## src/rtl/pkt_link_ctrl.sv

```systemverilog
module pkt_link_ctrl #(
  parameter int MAX_LEN    = 16,
  parameter int BIT_CYC    = 8,
  parameter bit ACCEPT_ALL = 1'b0,
  parameter int BUF_AW     = 9
) (
  input  logic              clk,
  input  logic              rst_n,
  input  logic [7:0]        own_addr,
  input  logic              tx_start,
  input  logic              rx_start,
  input  logic              attn_in,
  output logic              attn_pull,
  output logic              btx_start,
  output logic [7:0]        btx_data,
  input  logic              btx_done,
  input  logic              btx_ok,
  output logic [BUF_AW-1:0] rd_addr,
  input  logic [7:0]        rd_data,
  output logic              brx_start,
  input  logic              brx_done,
  input  logic              brx_ok,
  input  logic [7:0]        brx_data,
  output logic              wr_en,
  output logic [BUF_AW-1:0] wr_addr,
  output logic [7:0]        wr_data,
  output logic              busy,
  output logic              done,
  output logic [2:0]        status
);
  localparam int GAP_CYC = 2 * BIT_CYC;
  localparam int CW      = $clog2(GAP_CYC + 4) + 1;
  localparam logic [2:0] ST_OK = 3'd0, ST_BUSY = 3'd1, ST_COLL = 3'd2,
                         ST_NFM = 3'd3, ST_IO = 3'd4, ST_DATA = 3'd5;

  typedef enum logic [3:0] {
    S_IDLE, S_GAP, S_LEN_RD, S_LEN_LAT, S_RD, S_GO, S_TXW, S_RXGO, S_RXW
  } state_t;

  state_t            st;
  logic [CW-1:0]     cnt;
  logic [BUF_AW-1:0] idx, last;
  logic [1:0]        stage;

  wire dst_ok  = ACCEPT_ALL || (brx_data == own_addr) || (brx_data == 8'hFF);
  wire len_bad = int'(brx_data) >= MAX_LEN;

  assign busy      = (st != S_IDLE);
  assign btx_start = (st == S_GO);
  assign btx_data  = rd_data;
  assign brx_start = (st == S_RXGO);
  assign rd_addr   = (st == S_LEN_RD) ? BUF_AW'(1) : idx;

  always_ff @(posedge clk) begin
    if (!rst_n) begin
      st <= S_IDLE; cnt <= '0; idx <= '0; last <= '0; stage <= 2'd0;
      attn_pull <= 1'b0; done <= 1'b0; status <= ST_OK;
      wr_en <= 1'b0; wr_addr <= '0; wr_data <= 8'd0;
    end else begin
      done  <= 1'b0;
      wr_en <= 1'b0;
      case (st)
        S_IDLE: begin
          idx <= '0;
          if (tx_start) begin
            if (!attn_in) begin
              done <= 1'b1; status <= ST_BUSY;
            end else begin
              attn_pull <= 1'b1; cnt <= CW'(GAP_CYC - 1); st <= S_GAP;
            end
          end else if (rx_start) begin
            stage <= 2'd0; st <= S_RXGO;
          end
        end
        S_GAP:     if (cnt == '0) st <= S_LEN_RD; else cnt <= cnt - 1'b1;
        S_LEN_RD:  st <= S_LEN_LAT;
        S_LEN_LAT: begin last <= BUF_AW'(rd_data) + BUF_AW'(2); st <= S_RD; end
        S_RD:      st <= S_GO;
        S_GO:      st <= S_TXW;
        S_TXW: if (btx_done) begin
          if (!btx_ok) begin
            st <= S_IDLE; attn_pull <= 1'b0; done <= 1'b1; status <= ST_COLL;
          end else if (idx == last) begin
            st <= S_IDLE; attn_pull <= 1'b0; done <= 1'b1; status <= ST_OK;
          end else begin
            idx <= idx + 1'b1; st <= S_RD;
          end
        end
        S_RXGO: st <= S_RXW;
        S_RXW: if (brx_done) begin
          wr_addr <= idx;
          wr_data <= brx_data;
          if (!brx_ok) begin
            st <= S_IDLE; done <= 1'b1; status <= ST_IO;
          end else begin
            case (stage)
              2'd0: if (dst_ok) begin
                wr_en <= 1'b1; idx <= idx + 1'b1; stage <= 2'd1; st <= S_RXGO;
              end else begin
                st <= S_IDLE; done <= 1'b1; status <= ST_NFM;
              end
              2'd1: begin
                wr_en <= 1'b1;
                if (len_bad) begin
                  st <= S_IDLE; done <= 1'b1; status <= ST_DATA;
                end else begin
                  last <= idx + 1'b1 + BUF_AW'(brx_data);
                  idx <= idx + 1'b1; stage <= 2'd2; st <= S_RXGO;
                end
              end
              default: begin
                wr_en <= 1'b1;
                if (idx == last) begin
                  st <= S_IDLE; done <= 1'b1; status <= ST_OK;
                end else begin
                  idx <= idx + 1'b1; st <= S_RXGO;
                end
              end
            endcase
          end
        end
        default: st <= S_IDLE;
      endcase
    end
  end

  logic [CW-1:0] hold_cnt;
  always_ff @(posedge clk) begin
    if (!rst_n || !attn_pull) hold_cnt <= '0;
    else if (hold_cnt != '1) hold_cnt <= hold_cnt + 1'b1;
  end


  gap_hold_chk: assert property (@(posedge clk) disable iff (!rst_n)
    btx_start |-> (hold_cnt >= CW'(GAP_CYC)));

  attn_own_chk: assert property (@(posedge clk) disable iff (!rst_n)
    btx_start |-> attn_pull);

  attn_release_chk: assert property (@(posedge clk) disable iff (!rst_n)
    $fell(attn_pull) |-> done);

  busy_fail_chk: assert property (@(posedge clk) disable iff (!rst_n)
    (!busy && tx_start && !attn_in) |=> (done && status == ST_BUSY && !attn_pull));

  nfm_nowrite_chk: assert property (@(posedge clk) disable iff (!rst_n)
    (done && status == ST_NFM) |-> !wr_en);

  write_in_op_chk: assert property (@(posedge clk) disable iff (!rst_n)
    (wr_en && !done) |-> busy);
endmodule

```

## config.mk

```make
export PLATFORM = sky130hd
export DESIGN_NAME = pkt_link_ctrl
export DESIGN_NICKNAME = d
export VERILOG_FILES = /design/src/rtl/pkt_link_ctrl.sv
export SDC_FILE = /design/constraint.sdc
export NUM_CORES = 1
export LEC_CHECK = 0
export ABC_AREA = 1
export BUFFER_PORTS_ARGS = -buffer_cell sky130_fd_sc_hd__buf_2
export CAP_MARGIN = 30
export CORE_AREA = 2 2 91 93
export DETAILED_ROUTE_END_ITERATION = 8
export DIE_AREA = 0 0 93 95
export PLACE_DENSITY_LB_ADDON = 0.12
export SLEW_MARGIN = 25
export SYNTH_ARGS = -nofsm -noshare
export SYNTH_HDL_FRONTEND = slang
export SYNTH_SLANG_ARGS = --single-unit
```

## constraint.sdc

```tcl
create_clock -name clk -period 2.2 [get_ports clk]
set_input_delay 0.55 -clock clk [delete_from_list [all_inputs] [get_ports clk]]
set_output_delay 0.55 -clock clk [all_outputs]
set_load 0.05 [all_outputs]
```

After elaboration in Yosys (flattened, before gate mapping)
Index checks and enable logic that the tools add are counted.
{"block": "totals", "ff_bits": 53, "out_inout_bits": 43, "wordCells": 139}
{"block": "classes", "addsub": 4, "order_cmp": 1, "n_eq_ne": 33, "mux": 71, "reduce_logical": 19}
{"op": "$mux 9", "count": 12}
{"op": "$mux 3", "count": 14}
{"op": "$pmux 4 s9", "count": 1}
{"op": "$pmux 9 s2", "count": 2}
{"op": "$mux 4", "count": 7}
{"op": "$pmux 9 s3", "count": 1}
{"op": "$ne 2x2->1 const B", "count": 13}
{"op": "$mux 6", "count": 3}
{"op": "$ne 3x3->1 const B", "count": 6}
{"op": "$eq 4x3->1 const B", "count": 4}
{"op": "$mux 1", "count": 16}
{"op": "$reduce_and 5->1", "count": 3}
{"op": "$reduce_and 7->1", "count": 2}
{"op": "$mux 2", "count": 6}
{"op": "$pmux 6 s2", "count": 1}
{"op": "$add 8x2->9 const B", "count": 1}
{"op": "$add 9x1->9 const B", "count": 1}
{"op": "$add 9x8->9", "count": 1}
{"op": "$eq 9x9->1", "count": 1}
{"op": "$pmux 3 s3", "count": 1}
{"op": "$eq 4x2->1 const B", "count": 2}
{"op": "$eq 8x8->1", "count": 1}
{"op": "$eq 8x8->1 const B", "count": 1}
{"op": "$ge 8x5->1 const B", "count": 1}
{"op": "20 further kinds", "count": 27}

Depth between registers and ports, before layout
Gate-level depths: netlist of the first run.
{"block": "logic_depth", "word_depth": 7, "depth_mapped": 14, "depth_no_buf": 14}

Least setup slack after synthesis of the first run
OpenSTA, ideal clock, no wires.
{"block": "synth_path", "path_type": "reg-to-output", "from": "register st[3]", "to": "output rd_addr[0]", "arrival_time_ps": 1734, "required_ps": 1650, "setup_slack_ps": -84, "stages_incl_launch_ff": 4, "path_buffers": 0, "cell_sequence": "dfxtp_1 > nor2_2 > nand2_1 > o21ai_0"}
{"block": "synth_via", "elab_chain_cells": 2}
{"item": "from (decl)", "line_no": "40", "source": "state_t st;"}
{"item": "from (signal assigned)", "line_no": "56", "source": "st <= S_IDLE; cnt <= '0; idx <= '0; last <= '0; stage <= 2'd0;"}
{"item": "from (signal assigned)", "line_no": "69", "source": "attn_pull <= 1'b1; cnt <= CW'(GAP_CYC - 1); st <= S_GAP;"}
{"item": "from (signal assigned)", "line_no": "72", "source": "stage <= 2'd0; st <= S_RXGO;"}
{"item": "$eq 4x2->1", "line_no": "52", "source": "assign rd_addr = (st == S_LEN_RD) ? BUF_AW'(1) : idx;"}
{"item": "$mux 9", "line_no": "52"}
{"item": "to (decl)", "line_no": "18", "source": "output logic [BUF_AW-1:0] rd_addr,"}
Every way passes these cells.

Worst setup path in the final report of the first run
{"block": "layout_path", "from": "register idx[0]", "to": "register last[7]"}
{"block": "layout_via", "elab_chain_cells": 7}
{"item": "from (decl)", "line_no": "42", "source": "logic [BUF_AW-1:0] idx, last;"}
{"item": "from (signal assigned)", "line_no": "56"}
{"item": "from (signal assigned)", "line_no": "64", "source": "idx <= '0;"}
{"item": "from (signal assigned)", "line_no": "86", "source": "idx <= idx + 1'b1; st <= S_RD;"}
{"item": "$add 9x1->9", "line_no": "107", "source": "last <= idx + 1'b1 + BUF_AW'(brx_data);"}
{"item": "$add 9x8->9", "line_no": "107"}
{"item": "$mux 9", "line_no": "104", "source": "if (len_bad) begin"}
{"item": "$mux 9", "line_no": "96", "source": "case (stage)"}
{"item": "$mux 9", "line_no": "93", "source": "if (!brx_ok) begin"}
{"item": "$mux 9", "line_no": "90", "source": "S_RXW: if (brx_done) begin"}
{"item": "$pmux 9 s2", "line_no": "62", "source": "case (st)"}
{"item": "to (signal assigned)", "line_no": "107"}
{"item": "to (decl)", "line_no": "42"}
Every way passes these cells. The select of a mux whose other input is x is not followed.
A chain may end at the register's enable or synchronous reset.

==> impl_metrics.ini, run 1 <==
[run_status]
status = complete, no violations

[detailed_routing]
ant_nets = 0
dr_total_vias = 3728
drt-initial-drc-count = 200
drcViolationCount = 0
drtPass1Iterations = 5
wl_per_cell_um = 14.1
wl_um = 10200
avgViaCountPerCell = 5.18

[synth]
synthArstFlopShare_pct = 0
synth.area.top_cells = dfxtp_1 (31%), nand2_1 (12%), a21oi_1 (7.7%)
synth-seq-area-share_pct = 30.7
avgSynthCellArea_um2 = 6.71
synth.net_count = 561
yosys.cell_count.top_type = nand2_1
synth_cell_types = 42
yosys_warnings = 0
synthFlopType = dfxtp_1
ys_ff_latch = 53
syn_area_um2 = 3460
synthTopCellsByCount = nand2_1 (110), inv_1 (64), a21oi_1 (53), dfxtp_1 (53), nor2_1 (45)
synth_top_cell_area_share_pct = 30.7
synthCells = 515
yosys.area.top_type = dfxtp_1
synth-edff-count = 0

[global_routing]
grt_pass1_wl_um = 16300
gr-total-overflow = 0
grt_max_degree = 30
antenna_found_initial = 0
grt_pass1_vias = 3450
grt_use_total_pct = 23.2

[setup_path]
arrival_ps = 2350
crit_path_start_kind = flop
critical_path_class = reg2reg
critPathSlowestCell = dfxtp_2
critPathMostFrequentCell = ha_4
critical_path_required_ps = 2400
r2r_start = idx[0]$_SDFFE_PN0P_
slowest_delay_ps = 380
worstPathMaxFanout = 4
end_kind = flop
reg2reg_depth = 14
cp-startpoint = idx[0]$_SDFFE_PN0P_
crit_chain = ha_4 > nand2_2 > nor2_4 > nand3_2 > xor2_1 > inv_1 > ha_4 > inv_2 > o21bai_1 > a31oi_2 > nand3_1 > nand2_1 > o21ai_2 > a21oi_1

[cts]
clockBufferDepth = 2
cts.sinks = 53
clk_pin_slew_worst_paths_ps = 120
cts_hold_buf = 0
root_buffer = clkbuf_8
cts_made_buffers = 5
cts_tree = done
clock_latency_ps = 320
h-tree-depth = 2

[floorplan]
row_count = 33
dieWidth_um = 93
core_region_area_um2 = 7930
start_util_pct = 43.6
pin_count = 76
die-area_um2 = 8840
die_h_um = 95

[worst_hold_path]
whs_path_depth = 1
hold_class = reg2reg
min_from = cnt[0]$_SDFFE_PN0P_

[layout]
regArea_um2 = 1070
nFillCells = 809
final_nets = 659
stdcell_area_um2 = 4440
multiInputGateArea_um2 = 2230
syn_to_final_growth_pct = 28.5
drive_gt1_share_pct = 28.8
n_antenna_cell = 0

[timing]
setup_violations = 0
hold_viol = 0
period_minus_slack_ps = 2150
period_share_pct = 97.8
relSlewSlack_pct = 69.8
fmax_mhz = 465
rsz0062_at_grt = yes
skew_ps = 11.7
slew_viol_final = 0
tightest_slew_ps = 449

[placement]
place_congestion = 0.905
post_dp_cell_area_um2 = 4110
dp.final_hpwl_um = 7750
port_buffers = 75

[run]
drv_cap = 0

[power]
total_power_w = 0.00363
power.density_nw_per_um2 = 819
p_leak_nw = 2.10
vdd_drop_max_v = 0.000310
-- power breakdown --
group / leakage (nW) / total (W) / switching, W / internal, W
logic: 1.61 / 0.00182 / 0.00119 / 0.000637
clock network: 0.0506 / 0.000618 / 0.000378 / 0.000239
registers: 0.432 / 0.00119 / 0.000109 / 0.00108
-- state kept, by name, summed over array words and instances, names as in the netlist, 2 cells and up --
| name | cells |
|---|---|
| idx | 9 |
| last | 9 |
| wr_addr | 9 |
| wr_data | 8 |
| cnt | 6 |
| st | 4 |
| status | 3 |
| stage | 2 |
-- layer usage --
layer	global-route usage, %	wire length [µm]	part of all wire [%]	up-vias
met5	0	0	0	-
met4	7.60	216	2.1	0
met3	2.79	473	4.7	15
met2	40.6	4990	49	108
met1	29.8	4470	44	1726
li1	-	-	-	1879
-- area by class of cell --
type / count / area share (%)
multi-input cells: 377 / 50.2
flip-flops and latches: 53 / 24.1
repair buffers: 111 / 15.0
inverters: 65 / 5.50
well taps: 105 / 2.96
clock buffers: 5 / 1.55
clock inverters: 3 / 0.648
-- cells by family (layout without fill, tap and decap cells) --
group           count (synthesis)  count (layout)  share of synthesized area [%]
buf+inv                        85             184                           10.2
compound gates                112             112                           17.7
flops                          53              53                           30.7
fa+ha+maj                      13              13                           4.92
simple gates                  227             227                           30.2
xor+xnor                       25              25                           6.34
-- worst max-delay path: cells and delay by family, from the launching register on --
family | cells | cell delay, ps
xor gates and xnor gates | 1 | 160
and+or+nand+nor | 5 | 450
buffers and inverters | 2 | 140
DFF | 1 | 380
adders and majority gates | 2 | 450
AOI/OAI and AO/OA | 4 | 450
-- stage by stage --
step | hold slack, ps | setup WS [ps] | setup TNS [ps] | util [%] | std cells
6_report | 460 | 48.3 | 0 | 56.0 | 719
5_1_grt | 481 | -133 | -303 | 56.0 | 719
3_5_place_dp | 445 | -53.8 | -96.2 | 51.9 | 707
2_1_floorplan | 422 | -37.7 | -71.9 | - | 515
3_3_place_gp | 436 | 19.8 | 0 | 51.9 | 707
4_1_cts | 462 | -43.1 | -43.1 | 53.2 | 715
-- timing repair --
item | 4_1_cts | 5_1_grt
endpoints found under the setup margin | 3 | 14
gates resized for setup | 2 | 50
buffers inserted | 0 | 4
pin swaps | 0 | 25
-- cell usage in the layout, fill, tap and decap left out, types with 2 or more instances in the layout --
master	n
nand2_1	104
buf_2	73
inv_1	60
dfxtp_1	48
a21oi_1	47
nor2_1	43
o21ai_0	35
buf_4	35
nand3_1	29
xnor2_1	16
nand4_1	11
xor2_1	8
nand2_2	8
nor3_1	7
a31oi_1	6
ha_4	6
ha_1	6
inv_2	5
o21ai_1	5
a21oi_2	5
clkbuf_8	5
nand3_2	4
dfxtp_2	4
nor2_4	3
nor3_2	3
o21ai_2	3
nor2_2	2
nand2_4	2
nor3_4	2
or2_1	2
o21bai_1	2
or2_2	2
-- final timing paths --
path	endpoint	slack [ps]
setup / recovery	last[7]$_SDFFE_PN0P_	50
hold / removal	cnt[0]$_SDFFE_PN0P_	460
setup reg to reg	last[7]$_SDFFE_PN0P_	50
hold reg to reg	cnt[0]$_SDFFE_PN0P_	460
Note: power is estimated with default switching activity, not from simulation.
==> inputs of run 2 (changes only) <==
==> constraint.sdc (replaced) <==
create_clock -name clk -period 2.6 [get_ports clk]
set_input_delay 0.65 -clock clk [delete_from_list [all_inputs] [get_ports clk]]
set_output_delay 0.65 -clock clk [all_outputs]
set_load 0.05 [all_outputs]
==> impl_metrics.ini, run 2 (synthesis results as in run 1) <==
[setup_path]
critPathMostFrequentCell = a21oi_1
worstPathMaxFanout = 5
crit_chain = inv_1 > nor3_1 > nand3_1 > nand2_1 > inv_1 > ha_1 > a21oi_1 > o21ai_0 > a21oi_1 > a21oi_1 > o21ai_0 > a21oi_1
arrival_ps = 2600
critPathTopFamily = compound AO/OA/AOI/OAI gates
crit_path_start_kind = flop
critical_path_class = reg2reg
critPathSlowestCell = dfxtp_1
cp.buffers_inverters = 2
end_kind = flop
critical_path_required_ps = 2800
slowest_delay_ps = 460

[worst_hold_path]
hold_class = reg2reg

[detailed_routing]
dr_total_vias = 3547
avgViaCountPerCell = 5.13
drcViolationCount = 0
wl_per_cell_um = 14.1
ant_nets = 0
wl_um = 9750
drtPass1Iterations = 5
drt-initial-drc-count = 165

[global_routing]
grt_max_degree = 30
grt_pass1_vias = 3268
grt_pass1_wl_um = 15500
grt_use_total_pct = 22.4
antenna_found_initial = 0
gr-total-overflow = 0

[run_status]
status = complete, no violations

[floorplan]
dieWidth_um = 93
start_util_pct = 43.6
pin_count = 76
die_h_um = 95
die-area_um2 = 8840
row_count = 33
core_region_area_um2 = 7930

[timing]
slew_viol_final = 0
period_share_pct = 92.4
fmax_mhz = 416
period_minus_slack_ps = 2400
tightest_slew_ps = 438
setup_violations = 0
skew_ps = 7.36
rsz0062_at_grt = yes
hold_viol = 0
fin_ws_ps = 198
relSlewSlack_pct = 70.7

[power]
comb_power_share_pct = 49.3
vdd_drop_max_v = 0.000261
p_leak_nw = 1.93
p_sw_share_pct = 46.5
power_switching_w = 0.00137
intPower_w = 0.00158
seq_power_share_pct = 34.0
total_power_w = 0.00295
power_frac_clock_pct = 16.7
power.density_nw_per_um2 = 736

[cts]
clock_latency_ps = 310
cts_tree = done
h-tree-depth = 2
cts.sinks = 53
clockBufferDepth = 2
cts_setup_buffers = 0
cts_made_buffers = 5
root_buffer = clkbuf_8
clk_pin_slew_worst_paths_ps = 110

[placement]
dp_slack_ps = 139
place_congestion = 0.929
port_buffers = 75
post_dp_cell_area_um2 = 3910
dp.final_hpwl_um = 7660

[layout]
nFillCells = 861
n_antenna_cell = 0
reg.largest.list = idx x9, last x9, wr_addr x9
mostFrequentLayoutCell = nand2_1
stdcell_area_um2 = 4020
syn_to_final_growth_pct = 16.2
final_nets = 631
final_cell_mix = nand2_1 (110), buf_2 (75), inv_1 (64), a21oi_1 (52), dfxtp_1 (50)
drive_gt1_share_pct = 19.8

[run]
drv_cap = 0
-- run 2: cell types whose count changed in the layout (fill, tap and decap cells not counted), sizes merged --
cell	change
inv	-1
clkbuf	-1
buf	-27
clkinvlp	+1
-- run 2: metrics by stage --
step / setup TNS, ps / util, % / hold slack [ps] / cells
finish: 0 / 50.7 / 463 / 691
global route: -19.3 / 50.7 / 490 / 691
CTS: 0 / 50.5 / 461 / 691
detailed placement: 0 / 49.4 / 446 / 683
global placement: 0 / 49.4 / 437 / 683
floorplan: 0 / - / 422 / 515
-- run 2: timing repair --
item	CTS	global route
resized for setup	0	5
endpoints found under the setup margin	0	3
hold buffers	0	0
endpoints found under the hold margin	0	0
-- run 2: worst paths after layout --
path              cells past startpoint                endpoint                    from  slack (ps)
hold / removal                        2  attn_pull$_SDFFE_PN0P_  attn_pull$_SDFFE_PN0P_         460
setup reg to reg                     12    last[8]$_SDFFE_PN0P_     idx[5]$_SDFFE_PN0P_         200
hold reg to reg                       2  attn_pull$_SDFFE_PN0P_  attn_pull$_SDFFE_PN0P_         460
setup / recovery                     12    last[8]$_SDFFE_PN0P_     idx[5]$_SDFFE_PN0P_         200
-- run 2: area by class of cell --
class / instances / area (µm²) / share of cell area, %
clock inverters: 3 / 21.3 / 0.530
inverters: 65 / 244 / 6.07
well taps: 105 / 131 / 3.27
flip-flops and latches: 53 / 1060 / 26.5
repair buffers: 83 / 435 / 10.8
clock buffers: 5 / 68.8 / 1.71
multi-input cells: 377 / 2050 / 51.1
-- run 2: worst min-delay path, stage by stage, from the launching register on --
cell     delay [ps]
dfxtp_1         320
nand2_1          60
a21oi_1          50
-- run 2: per-layer routing --
metal,up-vias,part of all wire (%),GRT usage (%)
li1,1825,-,-
met1,1616,45,28.9
met2,92,49,39.6
met3,14,4.0,2.71
met4,0,1.7,6.00
met5,-,0,0
-- run 2: power by group through the flow --
stage / combinational (W) / clock, W / sequential, W
global placement: 0.00143 / 0 / 0.00102
detailed placement: 0.00145 / 0 / 0.00102
CTS: 0.00145 / 0.000494 / 0.00100
global route: 0.00162 / 0.000531 / 0.00102
finish: 0.00146 / 0.000493 / 0.00100
floorplan: 0.00108 / 0 / 0.00105
==> inputs of run 3 (changes only) <==
==> constraint.sdc (replaced) <==
create_clock -name clk -period 2.15 [get_ports clk]
set_input_delay 0.5375 -clock clk [delete_from_list [all_inputs] [get_ports clk]]
set_output_delay 0.5375 -clock clk [all_outputs]
set_load 0.05 [all_outputs]
==> impl_metrics.ini, run 3 (synthesis results as in run 1) <==
[timing]
tightest_slew_ps = 468
fmax_mhz = 471
setup_violations = 0
period_share_pct = 98.7
whs_ps = 466
relSlewSlack_pct = 68.7
rsz0062_at_grt = yes
skew_ps = 4.13
hold_viol = 0
slew_viol_final = 0
finalSetupTns_ps = 0
period_minus_slack_ps = 2120

[power]
power_switching_w = 0.00169
seq_power_share_pct = 33.1
p_leak_nw = 2.14
vdd_drop_max_v = 0.000317
comb_power_share_pct = 50.7
power_frac_clock_pct = 16.2
total_power_w = 0.00367
intPower_w = 0.00198
p_sw_share_pct = 46.1
power.density_nw_per_um2 = 813

[detailed_routing]
avgViaCountPerCell = 5.08
drtPass1Iterations = 4
wl_per_cell_um = 13.8
ant_nets = 0
wl_um = 10100
dr_total_vias = 3716
drcViolationCount = 0
drt-initial-drc-count = 135

[global_routing]
grt_max_degree = 30
grt_pass1_vias = 3373
grt_use_total_pct = 22.5
gr-total-overflow = 0
antenna_found_initial = 0
grt_pass1_wl_um = 15900

[layout]
reg.largest.list = idx x9, last x9, wr_addr x9
final_nets = 671
mostFrequentLayoutCell = nand2_1
n_antenna_cell = 0
final_cells = 731
syn_to_final_growth_pct = 30.7
final_cell_mix = nand2_1 (107), buf_2 (72), inv_1 (59)
drive_gt1_share_pct = 29.9

[cts]
clockBufferDepth = 2
root_buffer = clkbuf_8
cts_made_buffers = 5
cts_tree = done
cts_hold_buf = 0
cts.sinks = 53
h-tree-depth = 2
clk_pin_slew_worst_paths_ps = 100
clock_latency_ps = 310

[floorplan]
pin_count = 76
die_h_um = 95
core_region_area_um2 = 7930
start_util_pct = 43.6
die-area_um2 = 8840
dieWidth_um = 93
row_count = 33

[setup_path]
worstPathMaxFanout = 4
critical_path_class = reg2reg
reg2reg_depth = 13
r2r_start = idx[0]$_SDFFE_PN0P_
crit_path_start_kind = flop
arrival_ps = 2370
r2r_slack_ps = 30
end_kind = flop
worstReg2RegEnd = last[7]$_SDFFE_PN0P_
critical_path_required_ps = 2400

[worst_hold_path]
whs_path_depth = 2
min_from = attn_pull$_SDFFE_PN0P_
whs_endpoint = attn_pull$_SDFFE_PN0P_
hold_class = reg2reg

[placement]
dp.final_hpwl_um = 7660
place_congestion = 0.936
port_buffers = 75
dp_cells = 715

[run]
drv_cap = 0

[run_status]
status = complete, no violations
==> run 3: cell types whose count changed in the layout (fill, tap and decap cells not counted), sizes merged <==
cell,change
buf,+39
inv,-1
clkbuf,+1
clkinv,+2
clkinvlp,-1
==> run 3: how the worst max path moves through the flow <==
stage	startpoint	to	slack (ps)	depth (start not counted)
after CTS	st[0]$_SDFFE_PN0P_	rd_addr[8]	5	6
final	idx[0]$_SDFFE_PN0P_	last[7]$_SDFFE_PN0P_	30	13
after global routing	idx[2]$_SDFFE_PN0P_	last[8]$_SDFFE_PN0P_	-50	13
after floorplan	st[2]$_SDFFE_PN0P_	brx_start	-80	4
after global placement	idx[1]$_SDFFE_PN0P_	last[8]$_SDFFE_PN0P_	-40	14
after detailed placement	idx[0]$_SDFFE_PN0P_	last[6]$_SDFFE_PN0P_	-80	14
==> run 3: layer usage <==
layer | vias up | share of wire, % | wire (µm) | track usage, %
met2 | 101 | 49 | 4960 | 39.7
met3 | 15 | 4.9 | 490 | 2.95
met4 | 0 | 1.7 | 171 | 6.62
met1 | 1693 | 44 | 4450 | 28.8
li1 | 1907 | - | - | -
met5 | - | 0 | 0 | 0
==> run 3: power groups by stage <==
stage	Combinational (W)	Sequential [W]	Clock [W]
2_1_floorplan	0.00131	0.00128	0
3_3_place_gp	0.00179	0.00123	0
3_5_place_dp	0.00181	0.00124	0
4_1_cts	0.00182	0.00121	0.000605
5_1_grt	0.00206	0.00123	0.000645
6_report	0.00186	0.00122	0.000594
==> run 3: timing repair <==
| item | in CTS | in global routing |
|---|---|---|
| pin swaps | 10 | 19 |
| buffers inserted | 2 | 6 |
| endpoints found under the setup margin | 4 | 14 |
| resized for setup | 16 | 39 |
==> run 3: cell type report <==
type	instances	area, µm²
multi-input combinational	377	2220
fill	799	3410
clock buffer	5	68.8
tap	105	131
inverter	65	246
sequential	53	1070
clock inverter	3	22.5
timing repair buffer	123	751
==> run 3: metrics by stage <==
| step | setup WS [ps] | cell area (µm²) | util, % |
|---|---|---|---|
| 6_report | 27.8 | 4520 | 57.0 |
| 5_1_grt | -50.5 | 4520 | 57.0 |
| 4_1_cts | 5.09 | 4340 | 54.8 |
| 3_5_place_dp | -82.0 | 4160 | 52.5 |
| 3_3_place_gp | -35.9 | 4160 | 52.5 |
| 2_1_floorplan | -75.2 | 3460 | - |
==> run 3: worst max-delay path, stage by stage, from the launching register on <==
cell and delay (ps):
dfxtp_4 390, ha_4 140, nand2_2 60, nor2_4 90, nand3_2 80, xor2_1 190
inv_2 80, ha_4 300, inv_2 50, o21bai_1 170, a31oi_1 80, a21oi_1 160
o21ai_1 80, a21oi_1 160
